**config.mk**
```make
export PLATFORM = sky130hd
export DESIGN_NAME = boxcar_avg
export DESIGN_NICKNAME = d
export VERILOG_FILES = /design/src/rtl/boxcar_pkg.sv /design/src/rtl/boxcar_ctrl.sv /design/src/rtl/boxcar_hist.sv /design/src/rtl/boxcar_acc.sv /design/src/rtl/boxcar_avg.sv
export SDC_FILE = /design/constraint.sdc
export NUM_CORES = 1
export LEC_CHECK = 0
export BUFFER_PORTS_ARGS = -buffer_cell sky130_fd_sc_hd__buf_2
export CORE_MARGIN = 2
export CORE_UTILIZATION = 60
export DETAILED_ROUTE_END_ITERATION = 8
export GPL_ROUTABILITY_DRIVEN = 0
export PLACE_DENSITY = 0.9
export SLEW_MARGIN = 10
export SYNTH_ARGS = -nofsm -noshare
export SYNTH_HDL_FRONTEND = slang
export SYNTH_HIERARCHICAL = 1
export SYNTH_SLANG_ARGS = --single-unit
```
**constraint.sdc**
```tcl
create_clock -name clk -period 3.6 [get_ports clk]
set_input_delay 0.9 -clock clk [delete_from_list [all_inputs] [get_ports clk]]
set_output_delay 0.9 -clock clk [all_outputs]
set_load 0.01 [all_outputs]
```
**src/rtl/boxcar_pkg.sv**
```systemverilog
package boxcar_pkg;

    typedef enum logic [0:0] {
        ST_FILL = 1'b0,
        ST_FULL = 1'b1
    } fill_state_t;

endpackage

```
**src/rtl/boxcar_ctrl.sv**
```systemverilog
module boxcar_ctrl
    import boxcar_pkg::*;
#(
    parameter int LOG_LEN = 2
) (
    input  logic               clk,
    input  logic               rst_n,
    input  logic               clr,
    input  logic               in_en,
    output logic [LOG_LEN-1:0] ptr,
    output fill_state_t        state,
    output logic               use_old
);

    localparam logic [LOG_LEN-1:0] LAST_SLOT = {LOG_LEN{1'b1}};

    fill_state_t state_nxt;
    logic        accept;

    assign accept = in_en & ~clr;

    // state register
    always_ff @(posedge clk or negedge rst_n) begin
        if (!rst_n) begin
            state <= ST_FILL;
        end else begin
            state <= state_nxt;
        end
    end

    // transitions: flush, fill_done, hold_full
    always_comb begin
        state_nxt = state;
        if (clr) begin
            state_nxt = ST_FILL;
        end else begin
            unique case (state)
                ST_FILL: if (accept && ptr == LAST_SLOT) state_nxt = ST_FULL;
                ST_FULL: state_nxt = ST_FULL;
                default: state_nxt = ST_FILL;
            endcase
        end
    end

    // ring pointer, shared by read and write
    always_ff @(posedge clk or negedge rst_n) begin
        if (!rst_n) begin
            ptr <= '0;
        end else if (clr) begin
            ptr <= '0;
        end else if (accept) begin
            ptr <= ptr + 1'b1;
        end
    end

    // outputs of the state machine
    always_comb begin
        unique case (state)
            ST_FILL: use_old = 1'b0;
            ST_FULL: use_old = 1'b1;
            default: use_old = 1'b0;
        endcase
    end

endmodule

```
**src/rtl/boxcar_hist.sv**
```systemverilog
module boxcar_hist #(
    parameter int DW      = 8,
    parameter int LOG_LEN = 2
) (
    input  logic               clk,
    input  logic               wr_en,
    input  logic [LOG_LEN-1:0] addr,
    input  logic [DW-1:0]      wr_data,
    output logic [DW-1:0]      rd_data
);

    localparam int DEPTH = 1 << LOG_LEN;

    logic [DW-1:0] mem [DEPTH];

    // read the oldest entry before it is overwritten at the edge
    assign rd_data = mem[addr];

    always_ff @(posedge clk) begin
        if (wr_en) begin
            mem[addr] <= wr_data;
        end
    end

endmodule

```
**src/rtl/boxcar_acc.sv**
```systemverilog
module boxcar_acc #(
    parameter int DW      = 8,
    parameter int LOG_LEN = 2
) (
    input  logic          clk,
    input  logic          rst_n,
    input  logic          clr,
    input  logic          in_en,
    input  logic [DW-1:0] in_sample,
    input  logic [DW-1:0] old_sample,
    input  logic          use_old,
    output logic [DW-1:0] out_avg,
    output logic          out_valid
);

    localparam int AW = DW + LOG_LEN;

    logic signed [AW-1:0] acc;
    logic signed [AW-1:0] add_term;
    logic signed [AW-1:0] sub_term;
    logic                 valid_d1;

    assign add_term = AW'($signed(in_sample));
    assign sub_term = use_old ? AW'($signed(old_sample)) : '0;

    always_ff @(posedge clk or negedge rst_n) begin
        if (!rst_n) begin
            acc <= '0;
        end else if (clr) begin
            acc <= '0;
        end else if (in_en) begin
            acc <= acc + add_term - sub_term;
        end
    end

    always_ff @(posedge clk or negedge rst_n) begin
        if (!rst_n) begin
            out_avg   <= '0;
            valid_d1  <= 1'b0;
            out_valid <= 1'b0;
        end else begin
            out_avg   <= acc[AW-1:LOG_LEN];
            valid_d1  <= in_en & ~clr;
            out_valid <= valid_d1;
        end
    end

endmodule

```
**src/rtl/boxcar_avg.sv**
```systemverilog
module boxcar_avg
    import boxcar_pkg::*;
#(
    parameter int DW      = 8,
    parameter int LOG_LEN = 2
) (
    input  logic          clk,
    input  logic          rst_n,
    input  logic          clr,
    input  logic          in_en,
    input  logic [DW-1:0] in_sample,
    output logic          out_valid,
    output logic [DW-1:0] out_avg
);

    logic [LOG_LEN-1:0] ptr;
    fill_state_t        state;
    logic               use_old;
    logic [DW-1:0]      old_sample;

    boxcar_ctrl #(.LOG_LEN(LOG_LEN)) u_ctrl (
        .clk     (clk),
        .rst_n   (rst_n),
        .clr     (clr),
        .in_en   (in_en),
        .ptr     (ptr),
        .state   (state),
        .use_old (use_old)
    );

    boxcar_hist #(.DW(DW), .LOG_LEN(LOG_LEN)) u_hist (
        .clk     (clk),
        .wr_en   (in_en & ~clr),
        .addr    (ptr),
        .wr_data (in_sample),
        .rd_data (old_sample)
    );

    boxcar_acc #(.DW(DW), .LOG_LEN(LOG_LEN)) u_acc (
        .clk        (clk),
        .rst_n      (rst_n),
        .clr        (clr),
        .in_en      (in_en),
        .in_sample  (in_sample),
        .old_sample (old_sample),
        .use_old    (use_old),
        .out_avg    (out_avg),
        .out_valid  (out_valid)
    );

endmodule

```
Word level (Yosys, flattened, before mapping)

Memory sizes are Yosys's and may differ from the RTL's.
Index checks and enable logic that the tools add are counted.

Add/subtract/negate cells: 3
Equal/unequal tests: 1
Muxes and demuxes: 11
Bitwise logic cells: 3
Reduce and logical (&&, ||, !) cells: 3

Operators with widths:

| cell                  | number |
|---|---|
| $mux W10              | 3 |
| $add A10 B8 Y10       | 1 |
| $sub A10 B10 Y10      | 1 |
| $mux W1               | 4 |
| $mux W2               | 2 |
| $pmux W1 S2           | 2 |
| $reduce_bool A2 Y1    | 2 |
| $add A2 B1 Y2 const B | 1 |
| $eq A2 B2 Y1 const B  | 1 |
| $not A1 Y1            | 2 |
| $and A1 B1 Y1         | 1 |
| $logic_and A1 B1 Y1   | 1 |

Bits in registers: 23
Memory bits (writable): 32
Input port bits: 12
Output and inout bits: 9
Word-level logic and storage cells: 28
Memories: 1

Memories:

| name       | depth | width | rd ports | clocked after memory_dff | write ports | RTL line          | source |
|---|---|---|---|---|---|---|---|
| u_hist.mem | 4     | 8     | 1        | 0                        | 1           | boxcar_hist.sv:14 | `logic [DW-1:0] mem [DEPTH];` |

Longest topological paths before layout

Gate-level depths: netlist (run 1).

Word-level depth: 6
Mapped depth: 11

Modules after synthesis

Netlist (run 1), hierarchy kept.

By module, submodules not included:

| module      | times used | cells an instance | area an instance (um2) | seq. area each (um2) |
|---|---|---|---|---|
| boxcar_acc  | 1          | 154               | 1476.4                 | 500.5 |
| boxcar_hist | 1          | 46                | 1199.9                 | 960.9 |
| boxcar_ctrl | 1          | 11                | 130.1                  | 75.1 |
| boxcar_avg  | 1          | 1                 | 13.8                   | 0.0 |

Worst setup path after synthesis (run 1)

No wires, ideal clock.

Path kind: register -> register
From: register u_ctrl.ptr[0]
To: register u_acc.acc[8]
Setup time: 0.126 ns
Arrival: 3.076 ns
Setup slack: 0.397 ns
Cell stages (with the launch flop): 12
Buffers on the path: 1
Period minus slack after synthesis: 3.203 ns
Path through: dfrtp_1 -> buf_6 -> mux4_2 -> and2_1 -> fa_1 -> inv_1 -> fa_1 -> a21o_1 -> a31o_2 -> o22ai_2 -> nor4_1 -> a311o_1

Word-level cells in the longest chain between the ends: 5

Ends and longest elaborated chain:

| element                | RTL line          | source |
|---|---|---|
| start, declared        | boxcar_ctrl.sv:10 | `output logic [LOG_LEN-1:0] ptr,` |
| start signal, assigned | boxcar_ctrl.sv:52 | `ptr <= ptr + 1'b1;` |
| $mem_v2 Z4 W8          | n/a               |  |
| net old_sample[1]      | boxcar_avg.sv:19  | `logic [DW-1:0] old_sample;` |
| $mux W10               | boxcar_acc.sv:24  | `assign sub_term = use_old ? AW'($signed(old_sample)) : '0;` |
| $sub A10 B10 Y10       | boxcar_acc.sv:32  | `acc <= acc + add_term - sub_term;` |
| $mux W10               | boxcar_acc.sv:31  | `end else if (in_en) begin` |
| $mux W10               | boxcar_acc.sv:29  | `end else if (clr) begin` |
| end signal, assigned   | boxcar_acc.sv:32  |  |
| end, declared          | boxcar_acc.sv:18  | `logic signed [AW-1:0] acc;` |

The timed path passes the listed nets, and every way through them passes these cells. The select of a mux whose other input is x is not followed.
A chain may end at the register's enable or synchronous reset.

Final worst setup path (run 1)

From: register u_ctrl.ptr[0]
To: register u_acc.acc[9]

Same word-level chain as after synthesis.

==> metrics.md, run 1 <==
| Metric | Value |
|---|---|
| Drt drc | 0 |
| M1 GR Usage | 26.37% |
| Routed WL | 4.812 mm |
| Status | complete, no violations |
| Peak Freq | 302.9 MHz |
| Main synth FF type | edfxtp_1 |
| Hold-critical path endpoint | u_acc/out_valid$_DFF_PN0_ |
| Simple-gate share of the synthesized area | 9.406% |
| Post-Synth XOR/XNOR Area | 1.553% |
| DP HPWL | 3.454 mm |
| CTS tree | built |
| Grt ovf | 0 |
| Type of origin of the critical path | register |
| Relative slew slack | 53.72% |
| Syn Nets | 245 |
| # hold bufs at CTS | 0 |
| Gr busiest metal | met2 |
| Clk_lat worst skew | 310 ps |
| Num rows | 24 |
| Max-slew violations | 0 |
| Power share of the combinational group | 35.6% |
| R2R Path Start | u_ctrl/ptr[0]$_DFFE_PN0P_ |
| Sequential fraction of the synthesis area | 54.48% |
| Register-to-Register Setup Slack | 300 ps |
| Largest net degree at the start of global routing | 24 |
| Post-CTS setup buffer count | 0 |
| Setup TNS Final | 0 ps |
| PwrDens | 572.0 nW/µm² |
| Final setup violation count | 0 |
| Total iterations of the first detailed-routing run | 4 |
| Power, Total | 1.759 mW |
| Proportion of layout cells with a drive suffix above 1 | 21.34% |
| DR vias | 1665 |
| Synth cell types | 49 |
| DP Area | 2977 µm² |
| Clock Tree Buf Depth | 2 |
| Worst VDD drop | 0.3127 mV |
| Period utilization | 91.70% |
| Initial antenna violation count | 0 |
| Clock share of power | 19.7% |
| Synth Area in Adders | 11.71% |
| First-pass GRT wire length | 8.038 mm |
| Worst slew pin tran | 692.8 ps |
| Min-Delay Path Class | reg2reg |
| FF-to-FF End | u_acc/acc[9]$_DFFE_PN0P_ |
| Cell area after layout | 3075 µm² |
| Max-cap violations | 0 |
| Post-synthesis async set-or-reset flop share | 41.82% |
| Global-route met3 utilization | 4.583% |
| Setup CP Type | reg2reg |
| M2 GR Usage | 35.25% |
| Cell internal pwr | 1.167 mW |
| RSZ-0062 raised after global routing | no |
| Avg Inst Size Synth | 13.30 µm² |
| Cell Area, Synth | 2820 µm² |
| Mux cell area share after synthesis | 8.962% |
| GRT Total Usage | 20.40% |
| Arr. time, crit path | 3540 ps |
| Worst-path maximum fanout | 9 |
| Final hold vios | 0 |
| Sink Count | 55 |
| Worst r2r path cells | 11 |
| Vias per cell | 5.722 |
| P_leak | 1.357 nW |
| First DRT Iteration DRCs | 130 |
| Critical Path RT | 3840 ps |
| Die H | 72.56 µm |
| H-tree depth | 2 |
| Antenna Cells | 0 |
| Worst hold start | u_acc/valid_d1$_DFF_PN0_ |
| Commonest non-fill, non-tap cell in the layout | inv_1 |
| Post-Synthesis Cells | 212 |
| Fillers | 329 |
| Compound-gate portion of the synthesized area | 7.587% |
| Final min period | 3301 ps |
| Root buffer cell | clkbuf_8 |
| Placed cells | 283 |
| Sw Pwr | 0.5921 mW |
| Vias in the first global route | 1680 |
| Final non-filler cell total | 291 |
| Nets@finish | 271 |
| EDFF count, synth | 32 |
| Per-cell routed wire length | 16.54 µm |
| Clock Skews | 11.19 ps |
| Commonest non-fill, non-tap cells in the layout | inv_1, edfxtp_1, dfrtp_1 |
| Io pins | 21 |
| Die ar. | 5265 µm² |
| Remaining antenna violation count after routing | 0 |
| CORE AREA | 4444 µm² |
| #FFs+latches synth | 55 |
| Hold path depth | 0 |
| Die W | 72.56 µm |
| Flop pwr share | 44.7% |
| CTS clk-pin slew, worst paths | 100 ps |
| CTS Buf Count | 5 |
| Port bufs | 20 |
| Initial cell density of the core | 63.46% |
| Main combinational cell family by area after synthesis | adder cells |
| Syn-to-layout area delta | 9.051% |
| Sw Ratio | 33.66% |
| Critical Path Sink Type | register |
| Yosys warnings | 6 |
how the worst max path moves through the flow:
stage / cells past startpoint / end / from / slack [ps]
2_1_floorplan: 11 / u_acc/acc[8]$_DFFE_PN0P_ / u_ctrl/ptr[0]$_DFFE_PN0P_ / 400
6_report: 11 / u_acc/acc[9]$_DFFE_PN0P_ / u_ctrl/ptr[0]$_DFFE_PN0P_ / 300
4_1_cts: 11 / u_acc/acc[9]$_DFFE_PN0P_ / u_ctrl/ptr[0]$_DFFE_PN0P_ / 160
3_3_place_gp: 10 / u_acc/acc[8]$_DFFE_PN0P_ / u_ctrl/ptr[0]$_DFFE_PN0P_ / 270
5_1_grt: 11 / u_acc/acc[9]$_DFFE_PN0P_ / u_ctrl/ptr[0]$_DFFE_PN0P_ / 130
3_5_place_dp: 11 / u_acc/acc[8]$_DFFE_PN0P_ / u_ctrl/ptr[0]$_DFFE_PN0P_ / 180
Yosys cell counts (2+ instances only):
library cell   n  area, µm²
o21ai_1        2      10.01
a211oi_1       2      15.01
mux2i_1        5      50.05
xnor2_1        4      35.03
nor2_1        13      48.80
nand2_1        7      26.28
nand3_1        2      10.01
inv_1         34      127.6
nand4_1        2      12.51
mux4_2         6      135.1
ha_1          12      150.1
and3b_2        2      20.02
fa_1           9      180.2
nor3b_1        2      15.01
buf_4          2      15.01
dfrtp_1       23      575.6
o21a_1         2      15.01
edfxtp_1      32      960.9
a21o_1         4      30.03
a21oi_1        8      40.04
buf_6          2      22.52
and2_1         8      50.05
mux4_1         2      52.55
nor3_1         2      10.01
flip-flops by register name, indices dropped and copies added, names as in the netlist:
| signal | flops |
|---|---|
| u_acc/acc | 10 |
| u_acc/out_valid | 1 |
| u_hist/mem | 32 |
| u_ctrl/state | 1 |
| u_acc/out_avg | 8 |
| u_ctrl/ptr | 2 |
| u_acc/valid_d1 | 1 |
power by group through the flow:
stage | Clock, mW | Combinational, mW | Sequential, mW
after CTS | 0.360 | 0.613 | 0.787
after global routing | 0.381 | 0.690 | 0.796
after detailed placement | 0 | 0.602 | 0.801
after global placement | 0 | 0.578 | 0.799
after floorplan | 0 | 0.440 | 0.805
final | 0.347 | 0.625 | 0.787
final cells by class:
cell class	count	area (µm²)	area share [%]
timing repair buffer	25	137.6	4.475
sequential	55	1538	50.00
multi-input combinational	116	1106	35.96
inverter	35	131.4	4.272
clock buffer	5	68.82	2.238
tap	52	65.06	2.116
clock inverter	3	28.78	0.9357
cell families after synthesis:
group / count (synthesis)
fa+ha+maj: 21
simple gates: 47
xor+xnor: 5
compound gates: 29
flops: 55
mux: 14
buf+inv: 41
what timing repair did:
| action | in CTS | in global routing |
|---|---|---|
| hold endpoints to repair | 0 | 0 |
| endpoints found under the setup margin | 0 | 2 |
| gates resized for setup | 0 | 1 |
per-layer routing:
| metal | part of all wire [%] | wire length [µm] |
|---|---|---|
| met2 | 51 | 2453 |
| met5 | 0 | 0 |
| met4 | 0.56 | 27 |
| met3 | 3.5 | 169 |
| met1 | 45 | 2162 |
critical path: stages, from the launching register on:
cell	delay, ps
dfrtp_2	510
buf_4	180
mux4_2	480
and2_1	180
fa_1	470
inv_1	40
ha_1	360
a21o_1	250
a31oi_1	320
nand3_1	110
mux2_4	260
nand3_1	60
metrics by stage:
stage | utilization [%] | setup WS (ps) | hold slack, ps
2_1_floorplan | - | 397.2 | 331.2
3_3_place_gp | 66.98 | 274.1 | 333.6
3_5_place_dp | 66.98 | 178.9 | 338.9
4_1_cts | 69.17 | 161.6 | 363.7
5_1_grt | 69.20 | 125.9 | 369.3
6_report | 69.20 | 298.8 | 358.9
(Power assumes the default switching activity.)
==> inputs of run 2 (changes only) <==
PLACE_DENSITY = 0.85   (was 0.9)
REMOVE_ABC_BUFFERS = 1   (was default)
clock period = 3.4 ns   (was 3.6 ns; I/O delays follow)
==> metrics.md, run 2 (same netlist as run 1, synthesis figures left out) <==
| Metric | Value |
|---|---|
| Routed WL | 4.620 mm (-4.0%) |
| CTS Buf Count | 5 (unchanged) |
| Die ar. | 5265 µm² (unchanged) |
| Max-slew violations | 0 (unchanged) |
| CTS tree | built |
| DR vias | 1683 (+1.1%) |
| Status | complete, no violations |
| Arr. time, crit path | 3440 ps (-100 ps) |
| Min-Delay Path Class | reg2reg |
| Io pins | 21 (unchanged) |
| M2 GR Usage | 30.61% (-4.6 points) |
| Vias per cell | 5.744 (+0.39%) |
| Port bufs | 20 (unchanged) |
| Period utilization | 95.50% (+3.8 points) |
| Clock Skews | 10.83 ps (-0.3542 ps) |
| Die W | 72.56 µm (unchanged) |
| Critical Path RT | 3600 ps (-240 ps) |
| Beginning of the critical path | u_ctrl/ptr[0]$_DFFE_PN0P_ |
| Grt ovf | 0 (unchanged) |
| Worst path cell trace | mux4_2 > and2_1 > fa_1 > inv_1 > fa_1 > a21o_1 > a31o_2 > o22ai_2 > nor4_1 > a311o_1 |
| Initial cell density of the core | 63.46% (unchanged) |
| H-tree depth | 2 (unchanged) |
| Biggest register | u_hist/mem |
| First DRT Iteration DRCs | 167 (+28%) |
| Worst hold start | u_acc/valid_d1$_DFF_PN0_ |
| Global-route met3 utilization | 3.472% (-1.1 points) |
| Largest net degree at the start of global routing | 24 (unchanged) |
| Root buffer cell | clkbuf_8 |
| Max FFs per register | 32 (unchanged) |
| Most used cell, CP | fa_1 |
| Sink Count | 55 (unchanged) |
| GRT Total Usage | 19.54% (-0.86 points) |
| CORE AREA | 4444 µm² (unchanged) |
| Worst VDD drop | 0.3132 mV (+0.18%) |
| RSZ-0062 raised after global routing | no |
| Syn-to-layout area delta | 9.538% |
| Remaining antenna violation count after routing | 0 (unchanged) |
| CP max stage cell | mux4_2 |
| First-pass GRT wire length | 7.748 mm (-3.6%) |
| Commonest non-fill, non-tap cells in the layout | inv_1, edfxtp_1, dfrtp_1 |
| Die H | 72.56 µm (unchanged) |
| Type of origin of the critical path | register |
| Commonest non-fill, non-tap cell in the layout | inv_1 |
| CTS clk-pin slew, worst paths | 100 ps (about the same) |
| Total iterations of the first detailed-routing run | 4 (unchanged) |
| DP HPWL | 3.327 mm (-3.7%) |
| Initial antenna violation count | 0 (unchanged) |
| P_leak | 1.366 nW (+0.64%) |
| Sequential standard cell area | 1539 µm² (about the same) |
| # hold bufs at CTS | 0 (unchanged) |
| Relative slew slack | 62.27% (+8.6 points) |
| Setup CP Type | reg2reg |
| Num rows | 24 (unchanged) |
| Clk_lat worst skew | 310 ps (about the same) |
| Worst-path maximum fanout | 7 (-2) |
| Placed cells | 284 (+0.35%) |
| Final setup violation count | 0 (unchanged) |
| M1 GR Usage | 28.21% (+1.8 points) |
| Fillers | 302 (-8.2%) |
| Critical Path Sink Type | register |
| Power, Total | 1.846 mW (+4.9%) |
| Final non-filler cell total | 293 (+0.69%) |
| Peak Freq | 308.0 MHz (+1.7%) |
| Per-cell routed wire length | 15.77 µm (-4.6%) |
| Nets@finish | 273 (+0.74%) |
| Setup TNS Final | 0 ps (unchanged) |
| Final hold vios | 0 (unchanged) |
| Proportion of layout cells with a drive suffix above 1 | 22.41% (+1.1 points) |
| Gr busiest metal | met2 |
| Final core occ | 69.51% (+0.31 points) |
| Final min period | 3247 ps (-54.22 ps) |
| Antenna Cells | 0 (unchanged) |
| Vias in the first global route | 1653 (-1.6%) |
| Worst slew pin tran | 564.7 ps (-128.1 ps) |
| Drt drc | 0 (unchanged) |
| PwrDens | 597.6 nW/µm² (+4.5%) |
| CP peak stage delay | 510 ps (about the same) |
| Biggest regs | u_hist/mem (32), u_acc/acc (10), u_acc/out_avg (8) |
| Multi-input gate area | 1106 µm² (unchanged) |
| R2R Path Start | u_ctrl/ptr[0]$_DFFE_PN0P_ |
| Hold_ws | 355.4 ps (-3.500 ps) |
| Max-cap violations | 0 (unchanged) |
| Clock Tree Buf Depth | 2 (unchanged) |
==> run 2: per-layer routing <==
layer | part of all wire [%] | vias up
met2 | 48 | 52
met5 | 0 | -
met1 | 46 | 828
met4 | 1.0 | 0
met3 | 5.2 | 6
li1 | - | 797
==> run 2: critical path, delay by kind of cell, from the launching register on <==
kind / cells / cell delay, ps
DFF: 1 / 480
and+or+nand+nor: 2 / 250
adders and majority gates: 2 / 930
buffers and inverters: 1 / 60
muxes: 1 / 510
AOI/OAI and AO/OA: 4 / 890
==> run 2: power by group <==
| part | total, mW | internal (mW) | switching (mW) | leakage, nW |
|---|---|---|---|---|
| Sequential | 0.831 | 0.789 | 0.0427 | 0.593 |
| Combinational | 0.649 | 0.294 | 0.356 | 0.724 |
| Clock | 0.365 | 0.149 | 0.216 | 0.0489 |
==> run 2: what timing repair did <==
item,4_1_cts,5_1_grt
endpoints found under the hold margin,0,0
buffers inserted,0,1
resized for setup,0,3
setup endpoints to repair,0,5
==> run 2: final timing paths <==
check,end,slack [ps],cells past startpoint
min in group asynchronous,u_acc/acc[1]$_DFFE_PN0P_,500,1
max,u_acc/acc[8]$_DFFE_PN0P_,150,10
max reg2reg,u_acc/acc[8]$_DFFE_PN0P_,150,10
min,u_acc/out_valid$_DFF_PN0_,360,0
max in group asynchronous,u_ctrl/ptr[0]$_DFFE_PN0P_,2520,1
min reg2reg,u_acc/out_valid$_DFF_PN0_,360,0
==> run 2: area by class of cell <==
cell class                 instances  share of cell area, %
clock buffer                       5                  2.228
sequential                        55                  49.82
tap                               52                  2.106
clock inverter                     3                 0.7290
timing repair buffer              27                  5.063
inverter                          35                  4.253
multi-input combinational        116                  35.80
==> run 2: per-stage QoR <==
| step | cell area, µm² | setup WS (ps) |
|---|---|---|
| finish | 3089 | 153.0 |
| detailed placement | 2984 | 64.97 |
| global placement | 2984 | 78.88 |
| global route | 3089 | 4.144 |
| CTS | 3075 | 11.90 |
| floorplan | 2774 | 87.68 |
